### src/rtl/irq_stat_pkg.sv
package irq_stat_pkg;

  localparam int NUM_FLAGS  = 3;
  localparam int IDX_SLEEP  = 0;
  localparam int IDX_DEFER  = 1;
  localparam int IDX_WAKE   = 2;

  localparam int FLAG_LSB   = 0;
  localparam int EN_LSB     = FLAG_LSB + NUM_FLAGS;
  localparam int ACCEPT_BIT = EN_LSB + NUM_FLAGS;
  localparam int USED_BITS  = ACCEPT_BIT + 1;

  // reset-domain membership of each flag
  function automatic bit flag_soft_clears(int idx);
    return idx == IDX_WAKE;
  endfunction

  function automatic bit flag_stop_clears(int idx);
    return idx == IDX_WAKE;
  endfunction

  function automatic bit flag_needs_gie(int idx);
    return idx == IDX_WAKE;
  endfunction

  function automatic bit enable_soft_clears(int idx);
    return idx == IDX_WAKE;
  endfunction

  function automatic logic [NUM_FLAGS-1:0] gie_gate_mask();
    logic [NUM_FLAGS-1:0] m;
    for (int i = 0; i < NUM_FLAGS; i++) m[i] = flag_needs_gie(i);
    return m;
  endfunction

  // request of one flag: flag and enable, optionally qualified by gie
  function automatic logic flag_request(logic f, logic e, logic gated, logic gie);
    return f & e & (gated ? gie : 1'b1);
  endfunction

endpackage

### src/rtl/isr_flag_cell.sv
module isr_flag_cell #(
  parameter bit SOFT_CLR = 1'b0,
  parameter bit STOP_CLR = 1'b0
) (
  input  logic clk,
  input  logic hard_rst_n,
  input  logic set_i,
  input  logic w1c_i,
  input  logic soft_i,
  input  logic stop_i,
  output logic q_o
);

  logic dom_clr;
  assign dom_clr = (SOFT_CLR & soft_i) | (STOP_CLR & stop_i);

  // priority: reset domain, then set, then host clear
  always_ff @(posedge clk or negedge hard_rst_n) begin
    if (!hard_rst_n)  q_o <= 1'b0;
    else if (dom_clr) q_o <= 1'b0;
    else if (set_i)   q_o <= 1'b1;
    else if (w1c_i)   q_o <= 1'b0;
  end

  p_set_r2: assert property (@(posedge clk) disable iff (!hard_rst_n)
    (set_i && !dom_clr) |=> q_o);

  p_w1c_r3: assert property (@(posedge clk) disable iff (!hard_rst_n)
    (w1c_i && !set_i && !dom_clr) |=> !q_o);

  p_hold_r3: assert property (@(posedge clk) disable iff (!hard_rst_n)
    (!w1c_i && !set_i && !dom_clr) |=> $stable(q_o));

  p_set_wins_r4: assert property (@(posedge clk) disable iff (!hard_rst_n)
    (set_i && w1c_i && !dom_clr) |=> q_o);

  // a member reset domain clears the flag
  p_dom_clr_r5: assert property (@(posedge clk) disable iff (!hard_rst_n)
    dom_clr |=> !q_o);

endmodule

### src/rtl/isr_ctrl_cell.sv
module isr_ctrl_cell #(
  parameter bit SOFT_CLR = 1'b0
) (
  input  logic clk,
  input  logic hard_rst_n,
  input  logic wr_i,
  input  logic d_i,
  input  logic soft_i,
  output logic q_o
);

  logic soft_hit;
  assign soft_hit = SOFT_CLR & soft_i;

  always_ff @(posedge clk or negedge hard_rst_n) begin
    if (!hard_rst_n)   q_o <= 1'b0;
    else if (soft_hit) q_o <= 1'b0;
    else if (wr_i)     q_o <= d_i;
  end

  p_write_r8: assert property (@(posedge clk) disable iff (!hard_rst_n)
    (wr_i && !soft_hit) |=> (q_o == $past(d_i)));

  p_keep_r5: assert property (@(posedge clk) disable iff (!hard_rst_n)
    (!wr_i && !soft_hit) |=> $stable(q_o));

  generate
    if (SOFT_CLR) begin : g_soft
      p_soft_clr_r5: assert property (@(posedge clk) disable iff (!hard_rst_n)
        soft_i |=> !q_o);
    end
  endgenerate

endmodule

### src/rtl/isr_irq_merge.sv
module isr_irq_merge
  import irq_stat_pkg::*;
#(
  parameter int NF = NUM_FLAGS,
  parameter logic [NF-1:0] GATE = '0
) (
  input  logic [NF-1:0] flags_i,
  input  logic [NF-1:0] ens_i,
  input  logic          gie_i,
  output logic [NF-1:0] req_o,
  output logic          irq_n_o
);

  for (genvar i = 0; i < NF; i++) begin : g_req
    assign req_o[i] = flag_request(flags_i[i], ens_i[i], GATE[i], gie_i);
  end

  assign irq_n_o = ~(|req_o);

endmodule

### src/rtl/irq_stat_reg.sv
module irq_stat_reg
  import irq_stat_pkg::*;
#(
  parameter int DATA_W = 8
) (
  input  logic              clk,
  input  logic              hard_rst_n,
  input  logic              soft_rst,
  input  logic              stop_cmd,
  input  logic              glob_ie,
  input  logic              sleep_exit_evt,
  input  logic              defer_evt,
  input  logic              wake_mode,
  input  logic              wake_pkt_evt,
  input  logic              wr_en,
  input  logic [DATA_W-1:0] wr_data,
  output logic [DATA_W-1:0] rd_data,
  output logic              bcast_accept,
  output logic              irq_n
);

  localparam logic [NUM_FLAGS-1:0] GATE_MASK = gie_gate_mask();

  logic [NUM_FLAGS-1:0] set_vec;
  logic [NUM_FLAGS-1:0] w1c_vec;
  logic [NUM_FLAGS-1:0] flag_q;
  logic [NUM_FLAGS-1:0] en_q;
  logic [NUM_FLAGS-1:0] req_vec;
  logic                 accept_q;

  // event wires brought out for the checks
  logic wake_set_ok;
  logic sleep_pair;
  logic defer_pair;
  logic wake_pair;
  assign wake_set_ok = wake_mode & wake_pkt_evt;
  assign sleep_pair  = flag_q[IDX_SLEEP] & en_q[IDX_SLEEP];
  assign defer_pair  = flag_q[IDX_DEFER] & en_q[IDX_DEFER];
  assign wake_pair   = flag_q[IDX_WAKE]  & en_q[IDX_WAKE];

  assign set_vec[IDX_SLEEP] = sleep_exit_evt;
  assign set_vec[IDX_DEFER] = defer_evt;
  assign set_vec[IDX_WAKE]  = wake_set_ok;

  for (genvar i = 0; i < NUM_FLAGS; i++) begin : g_bit
    assign w1c_vec[i] = wr_en & wr_data[FLAG_LSB+i];

    isr_flag_cell #(
      .SOFT_CLR (flag_soft_clears(i)),
      .STOP_CLR (flag_stop_clears(i))
    ) u_flag (
      .clk        (clk),
      .hard_rst_n (hard_rst_n),
      .set_i      (set_vec[i]),
      .w1c_i      (w1c_vec[i]),
      .soft_i     (soft_rst),
      .stop_i     (stop_cmd),
      .q_o        (flag_q[i])
    );

    isr_ctrl_cell #(
      .SOFT_CLR (enable_soft_clears(i))
    ) u_en (
      .clk        (clk),
      .hard_rst_n (hard_rst_n),
      .wr_i       (wr_en),
      .d_i        (wr_data[EN_LSB+i]),
      .soft_i     (soft_rst),
      .q_o        (en_q[i])
    );
  end

  isr_ctrl_cell #(
    .SOFT_CLR (1'b1)
  ) u_accept (
    .clk        (clk),
    .hard_rst_n (hard_rst_n),
    .wr_i       (wr_en),
    .d_i        (wr_data[ACCEPT_BIT]),
    .soft_i     (soft_rst),
    .q_o        (accept_q)
  );

  isr_irq_merge #(
    .NF   (NUM_FLAGS),
    .GATE (GATE_MASK)
  ) u_merge (
    .flags_i (flag_q),
    .ens_i   (en_q),
    .gie_i   (glob_ie),
    .req_o   (req_vec),
    .irq_n_o (irq_n)
  );

  always_comb begin
    rd_data = '0;
    for (int i = 0; i < NUM_FLAGS; i++) begin
      rd_data[FLAG_LSB+i] = flag_q[i];
      rd_data[EN_LSB+i]   = en_q[i];
    end
    rd_data[ACCEPT_BIT] = accept_q;
  end

  assign bcast_accept = accept_q;

  // ---------------- checks ----------------
  p_reset_r1: assert property (@(posedge clk) !hard_rst_n |-> (irq_n && !bcast_accept));

  p_wake_needs_mode_r2: assert property (@(posedge clk) disable iff (!hard_rst_n)
    (!wake_mode && !wr_en && !soft_rst && !stop_cmd) |=> $stable(rd_data[FLAG_LSB+IDX_WAKE]));

  p_soft_keeps_sleep_r5: assert property (@(posedge clk) disable iff (!hard_rst_n)
    (soft_rst && !wr_en && !sleep_exit_evt && !defer_evt)
      |=> ($stable(rd_data[FLAG_LSB+IDX_DEFER:FLAG_LSB]) &&
           $stable(rd_data[EN_LSB+IDX_DEFER:EN_LSB])));

  p_stop_clr_r6: assert property (@(posedge clk) disable iff (!hard_rst_n)
    stop_cmd |=> !rd_data[FLAG_LSB+IDX_WAKE]);

  p_ungated_irq_r7: assert property (@(posedge clk) disable iff (!hard_rst_n)
    (sleep_pair || defer_pair) |-> !irq_n);

  p_gated_irq_r7: assert property (@(posedge clk) disable iff (!hard_rst_n)
    (!sleep_pair && !defer_pair && !(wake_pair && glob_ie)) |-> irq_n);

  p_accept_out_r8: assert property (@(posedge clk) disable iff (!hard_rst_n)
    bcast_accept == rd_data[ACCEPT_BIT]);

  p_idle_stable_r9: assert property (@(posedge clk) disable iff (!hard_rst_n)
    (!wr_en && !soft_rst && !stop_cmd && !sleep_exit_evt && !defer_evt && !wake_set_ok)
      |=> $stable(rd_data));

  generate
    if (DATA_W > USED_BITS) begin : g_upper
      p_upper_ignored_r8: assert property (@(posedge clk) disable iff (!hard_rst_n)
        (wr_en && |wr_data[DATA_W-1:USED_BITS]) |=> (rd_data[DATA_W-1:USED_BITS] == '0));
    end
  endgenerate

endmodule

### config.mk
export PLATFORM = sky130hd
export DESIGN_NAME = irq_stat_reg
export DESIGN_NICKNAME = d
export VERILOG_FILES = /design/src/rtl/irq_stat_pkg.sv /design/src/rtl/isr_flag_cell.sv /design/src/rtl/isr_ctrl_cell.sv /design/src/rtl/isr_irq_merge.sv /design/src/rtl/irq_stat_reg.sv
export SDC_FILE = /design/constraint.sdc
export NUM_CORES = 1
export LEC_CHECK = 0
export ABC_AREA = 1
export BUFFER_PORTS_ARGS = -buffer_cell sky130_fd_sc_hd__buf_4
export CORE_AREA = 4 4 41 43
export CTS_CLUSTER_SIZE = 40
export DETAILED_ROUTE_END_ITERATION = 16
export DIE_AREA = 0 0 45 47
export GPL_TIMING_DRIVEN = 0
export HOLD_SLACK_MARGIN = 0.08
export PLACE_DENSITY = 0.57
export SLEW_MARGIN = 20
export SYNTH_ARGS = -nofsm -noshare
export SYNTH_HDL_FRONTEND = slang
export SYNTH_SLANG_ARGS = --single-unit
export TNS_END_PERCENT = 100
### constraint.sdc
create_clock -name clk -period 1.5 [get_ports clk]
set_clock_uncertainty 0.2 [all_clocks]
set_input_delay 0.3 -clock clk [delete_from_list [all_inputs] [get_ports clk]]
set_output_delay 0.3 -clock clk [all_outputs]
set_load 0.03 [all_outputs]
# Word level (Yosys, flattened, before mapping)
# Cells that the tools add are included.
# W data, S select, Z words.
# op_classes
n_mux,11
bitwise_logic,10
n_reduce_logical,5
# ops
operator,n
$mux W1,11
$and A1 B1 Y1,8
$reduce_bool A2 Y1,3
$reduce_bool A3 Y1,1
$reduce_or A3 Y1,1
$not A1 Y1,1
$or A1 B1 Y1,1
# word_totals
register_bits,7
inputBits,18

# Longest topological paths before layout
# logic_depth
depth_word,4
mapped_depth,4
depth_no_buf,3

# Hierarchy
# From an unflattened synthesis, not the netlist that was laid out.
# hier_totals
cells_unflattened,60
area_unflattened_um2,406.6
# by_module_without_submodules
module,instances,cells_each,area_each_um2,seq_area_each_um2
isr_ctrl_cell at g_bit[2].u_en ...,2,6,45.0,25.0
isr_ctrl_cell at g_bit[0].u_en ...,2,5,40.0,25.0
isr_flag_cell at g_bit[0].u_flag ...,2,5,40.0,25.0
isr_flag_cell at g_bit[2].u_flag,1,8,56.3,25.0
isr_irq_merge,1,9,51.3,0.0
irq_stat_reg,1,11,48.8,0.0

# Worst setup path after synthesis
# Ideal clock, no wire load.
# synth_path
path_type,register to output
start,register g_bit[0].u_flag.q_o
end,output irq_n
arrival_time_ps,956
required_time_ps,1000
path_slack_ps,44
path_stages_with_launch,4
cell_sequence,dfrtp_1 -> nand2_1 -> nand2_1 -> a21oi_1
# synth_via
elab_chain_len,3
# synth_rtl
element,line,text
start: declaration,isr_flag_cell.sv:11,output logic q_o
start signal: assignment,isr_flag_cell.sv:19,if (!hard_rst_n) q_o <= 1'b0;
start signal: assignment,isr_flag_cell.sv:20,else if (dom_clr) q_o <= 1'b0;
start signal: assignment,isr_flag_cell.sv:21,else if (set_i) q_o <= 1'b1;
$and A1 B1 Y1,irq_stat_pkg.sv:38,return f & e & (gated ? gie : 1'b1);
$reduce_or A3 Y1,isr_irq_merge.sv:18,assign irq_n_o = ~(|req_o);
$not A1 Y1,isr_irq_merge.sv:18,
end: declaration,irq_stat_reg.sv:19,output logic irq_n
# Every way passes these cells.

# Worst setup path in the final report
# layout_path
start,register g_bit[2].u_flag.q_o
end,output irq_n
# layout_via
elab_chain_len,4
# layout_rtl
element,line
start: declaration,isr_flag_cell.sv:11
start signal: assignment,isr_flag_cell.sv:19
start signal: assignment,isr_flag_cell.sv:20
start signal: assignment,isr_flag_cell.sv:21
$and A1 B1 Y1 (2 in series),irq_stat_pkg.sv:38
$reduce_or A3 Y1,isr_irq_merge.sv:18
$not A1 Y1,isr_irq_merge.sv:18
# Every way passes these cells.

==> flow_metrics.tcl <==
set metrics [dict create \
    dr.first_iter.drc_count 4 \
    fin_crit_ns 1.550 \
    seq_area_frac_synth_pct 45.45 \
    period_share_pct 103.4 \
    clkTransAtPathRegs_ns 0.05 \
    dp_cells 85 \
    antenna_found_initial 0 \
    cp-end-kind "output pin" \
    grt_max_degree 9 \
    first_pass_iters 4 \
    synth_compound_area_share_pct 7.468 \
    final_common_cell "buf_4" \
    drv_slew 0 \
    switching_power_w 0.0001563 \
    antenna_cells 0 \
    drc_errors 0 \
    synth_xor_area_share_pct 0 \
    setup_viol 2 \
    outcome "finished, violations left" \
    numClockSinks 7 \
    vdd_drop_max_mv 0.3992 \
    netlist.area_leader.share_pct 45.45 \
    drv_cap 0 \
    dieArea_um2 2115 \
    cts.path.max_buffers 2 \
    rows 13 \
    ys_warn_count 0 \
    grt_usage_pct 9.936 \
    synth_top_area_cell "dfrtp_1" \
    drive_above_1_share_pct 51.81 \
    setup_slack_ns -0.05038 \
    final_cell_mix "buf_4 (32), nand2_1 (15), dfrtp_1 (7)" \
    synth_cell_types 13 \
    core-area_um2 1301 \
    port_buffers 24 \
    nets 102 \
    synth.mux.area_fraction_pct 0 \
    synth_simple_gate_area_share_pct 24.68 \
    synthCells 46 \
    synth-seq-cells 7 \
    fin_cells 98 \
    viasPerCell 4.143 \
    grt_pass1_vias 366 \
    whs_ns 0.08921 \
    violations "negative setup slack" \
    crit_fanout 2 \
    postLayoutCoreUtil_pct 54.13 \
    critical_path_arrival_ns 1.05 \
    synth_nets 64 \
    rsz0062_at_grt "true" \
    internal-power_w 0.0003962 \
    initial_core_util_pct 29.62 \
    wl_per_cell_um 9.592 \
    clk_latency_ns 0.24 \
    drt-total-wl_um 940 \
    ios 28 \
    gp_congestion 0.6533 \
    switching_share_pct 28.30 \
    chipHeight_um 47 \
    overflow 0 \
    pwr-share-seq_pct 38.0 \
    clkPwrFrac_pct 30.7 \
    hold_class "in -> reg" \
    via_count 406 \
    synth_top_family_by_area "simple AND/OR/NAND/NOR gates" \
    dieWidth_um 45 \
    synth.avg_cell_area_um2 8.378 \
    clockRootBuffer "clkbuf_4" \
    worstPathRequired_ns 1.00 \
    start_kind "flip-flop" \
    syn2layout_area_growth_pct 82.79 \
    final_antenna_net_count 0 \
    grt_pass1_wl_um 1518 \
    tritoncts "done" \
    synth_fa_ha_area_share_pct 0 \
    comb_power_share_pct 31.3 \
    cts_buffers 3 \
    hold_violations 0 \
    p_leak_nw 0.3939 \
    fmax_mhz 645.0 \
    yosys-top-cells-area "dfrtp_1 (45%), buf_4 (16%), nand2_1 (15%), nand3_1 (5.2%), a21o_1 (3.9%)" \
    h-tree-depth 1 \
    worstSetupPathType "reg -> out" \
    syn_area_um2 385.4 \
    pwr_density_cell_nw_per_um2 784.4 \
]
-- through the flow --
step                      setup TNS (ns)  cell area, um2  power (W)  setup WS (ns)
final                           -0.06131           704.4  0.0005525       -0.05038
after global routing             -0.1334           704.4  0.0005866       -0.08841
after CTS                        -0.1120           693.2  0.0005629       -0.06076
after detailed placement               0           584.3  0.0003676         0.2028
after global placement                 0           584.3  0.0003659         0.2031
after floorplan                        0           385.4  0.0003000        0.04402
-- final timing paths --
path / start / end / slack [ns] / depth (start not counted)
min: wr_data[6] / u_accept.q_o$_DFFE_PN0P_ / 0.09 / 3
min in group asynchronous: hard_rst_n / g_bit[0].u_flag.q_o$_DFFE_PN0P_ / 0.21 / 2
max reg2reg: g_bit[2].u_flag.q_o$_DFFE_PN0P_ / g_bit[2].u_flag.q_o$_DFFE_PN0P_ / 0.45 / 4
max: g_bit[2].u_flag.q_o$_DFFE_PN0P_ / irq_n / -0.05 / 4
min reg2reg: g_bit[1].u_en.q_o$_DFFE_PN0P_ / g_bit[1].u_en.q_o$_DFFE_PN0P_ / 0.30 / 2
max in group asynchronous: hard_rst_n / g_bit[2].u_flag.q_o$_DFFE_PN0P_ / 0.77 / 2
-- sequential cells by signal, summed over array words and instances (netlist names) --
signal	count
g_bit.u_flag.q_o	3
u_accept.q_o	1
g_bit.u_en.q_o	3
-- power by group through the flow --
stage / combinational (W) / clock (W) / sequential (W)
floorplan: 0.0000849 / 0 / 0.000215
CTS: 0.000172 / 0.000181 / 0.000210
global placement: 0.000152 / 0 / 0.000214
global route: 0.000187 / 0.000188 / 0.000211
finish: 0.000173 / 0.000170 / 0.000210
detailed placement: 0.000153 / 0 / 0.000214
-- cell families after synthesis --
kind of cell | Yosys count
AND/OR/NAND/NOR | 22
buffers and inverters | 12
flip-flops | 7
AO/OA/AOI/OAI | 4
other | 1
-- Yosys cell counts --
master    n
dfrtp_1   7
nand2_1  15
or2_1     1
inv_2     1
a21oi_1   1
nand3_1   4
conb_1    1
a21o_1    2
inv_1     2
buf_6     1
a21oi_2   1
buf_4     8
nand2_2   2
-- area by class of cell --
class | instances | area [um2]
fillers | 140 | 596.8
repair buffers | 34 | 281.5
flip-flops and latches | 7 | 175.2
multi-input cells | 27 | 127.6
plain buffers | 8 | 63.81
clock buffers | 4 | 26.28
well taps | 15 | 18.77
inverters | 3 | 11.26
-- routing by layer --
metal | vias up | track usage [%] | part of all wire [%]
met3 | 0 | 3.831 | 9.4
met2 | 17 | 16.67 | 50
met5 | - | 0 | 0
met4 | 0 | 3.509 | 0
met1 | 183 | 11.57 | 40
li1 | 206 | - | -
-- repair_timing --
action / in CTS / in global routing
setup endpoints to repair: 1 / 3
endpoints found under the hold margin: 12 / 0
pin swaps: 2 / 0
hold buffers: 6 / 0
buffers inserted: 2 / 2
resized for setup: 2 / 1
cloned: 0 / 0
-- worst max-delay path: stages (launching register included) --
cell and delay (ns):
dfrtp_1 0.39, nand2_1 0.07, inv_1 0.04, a21oi_1 0.13, buf_4 0.17
Note: power is estimated with default switching activity, not from simulation.
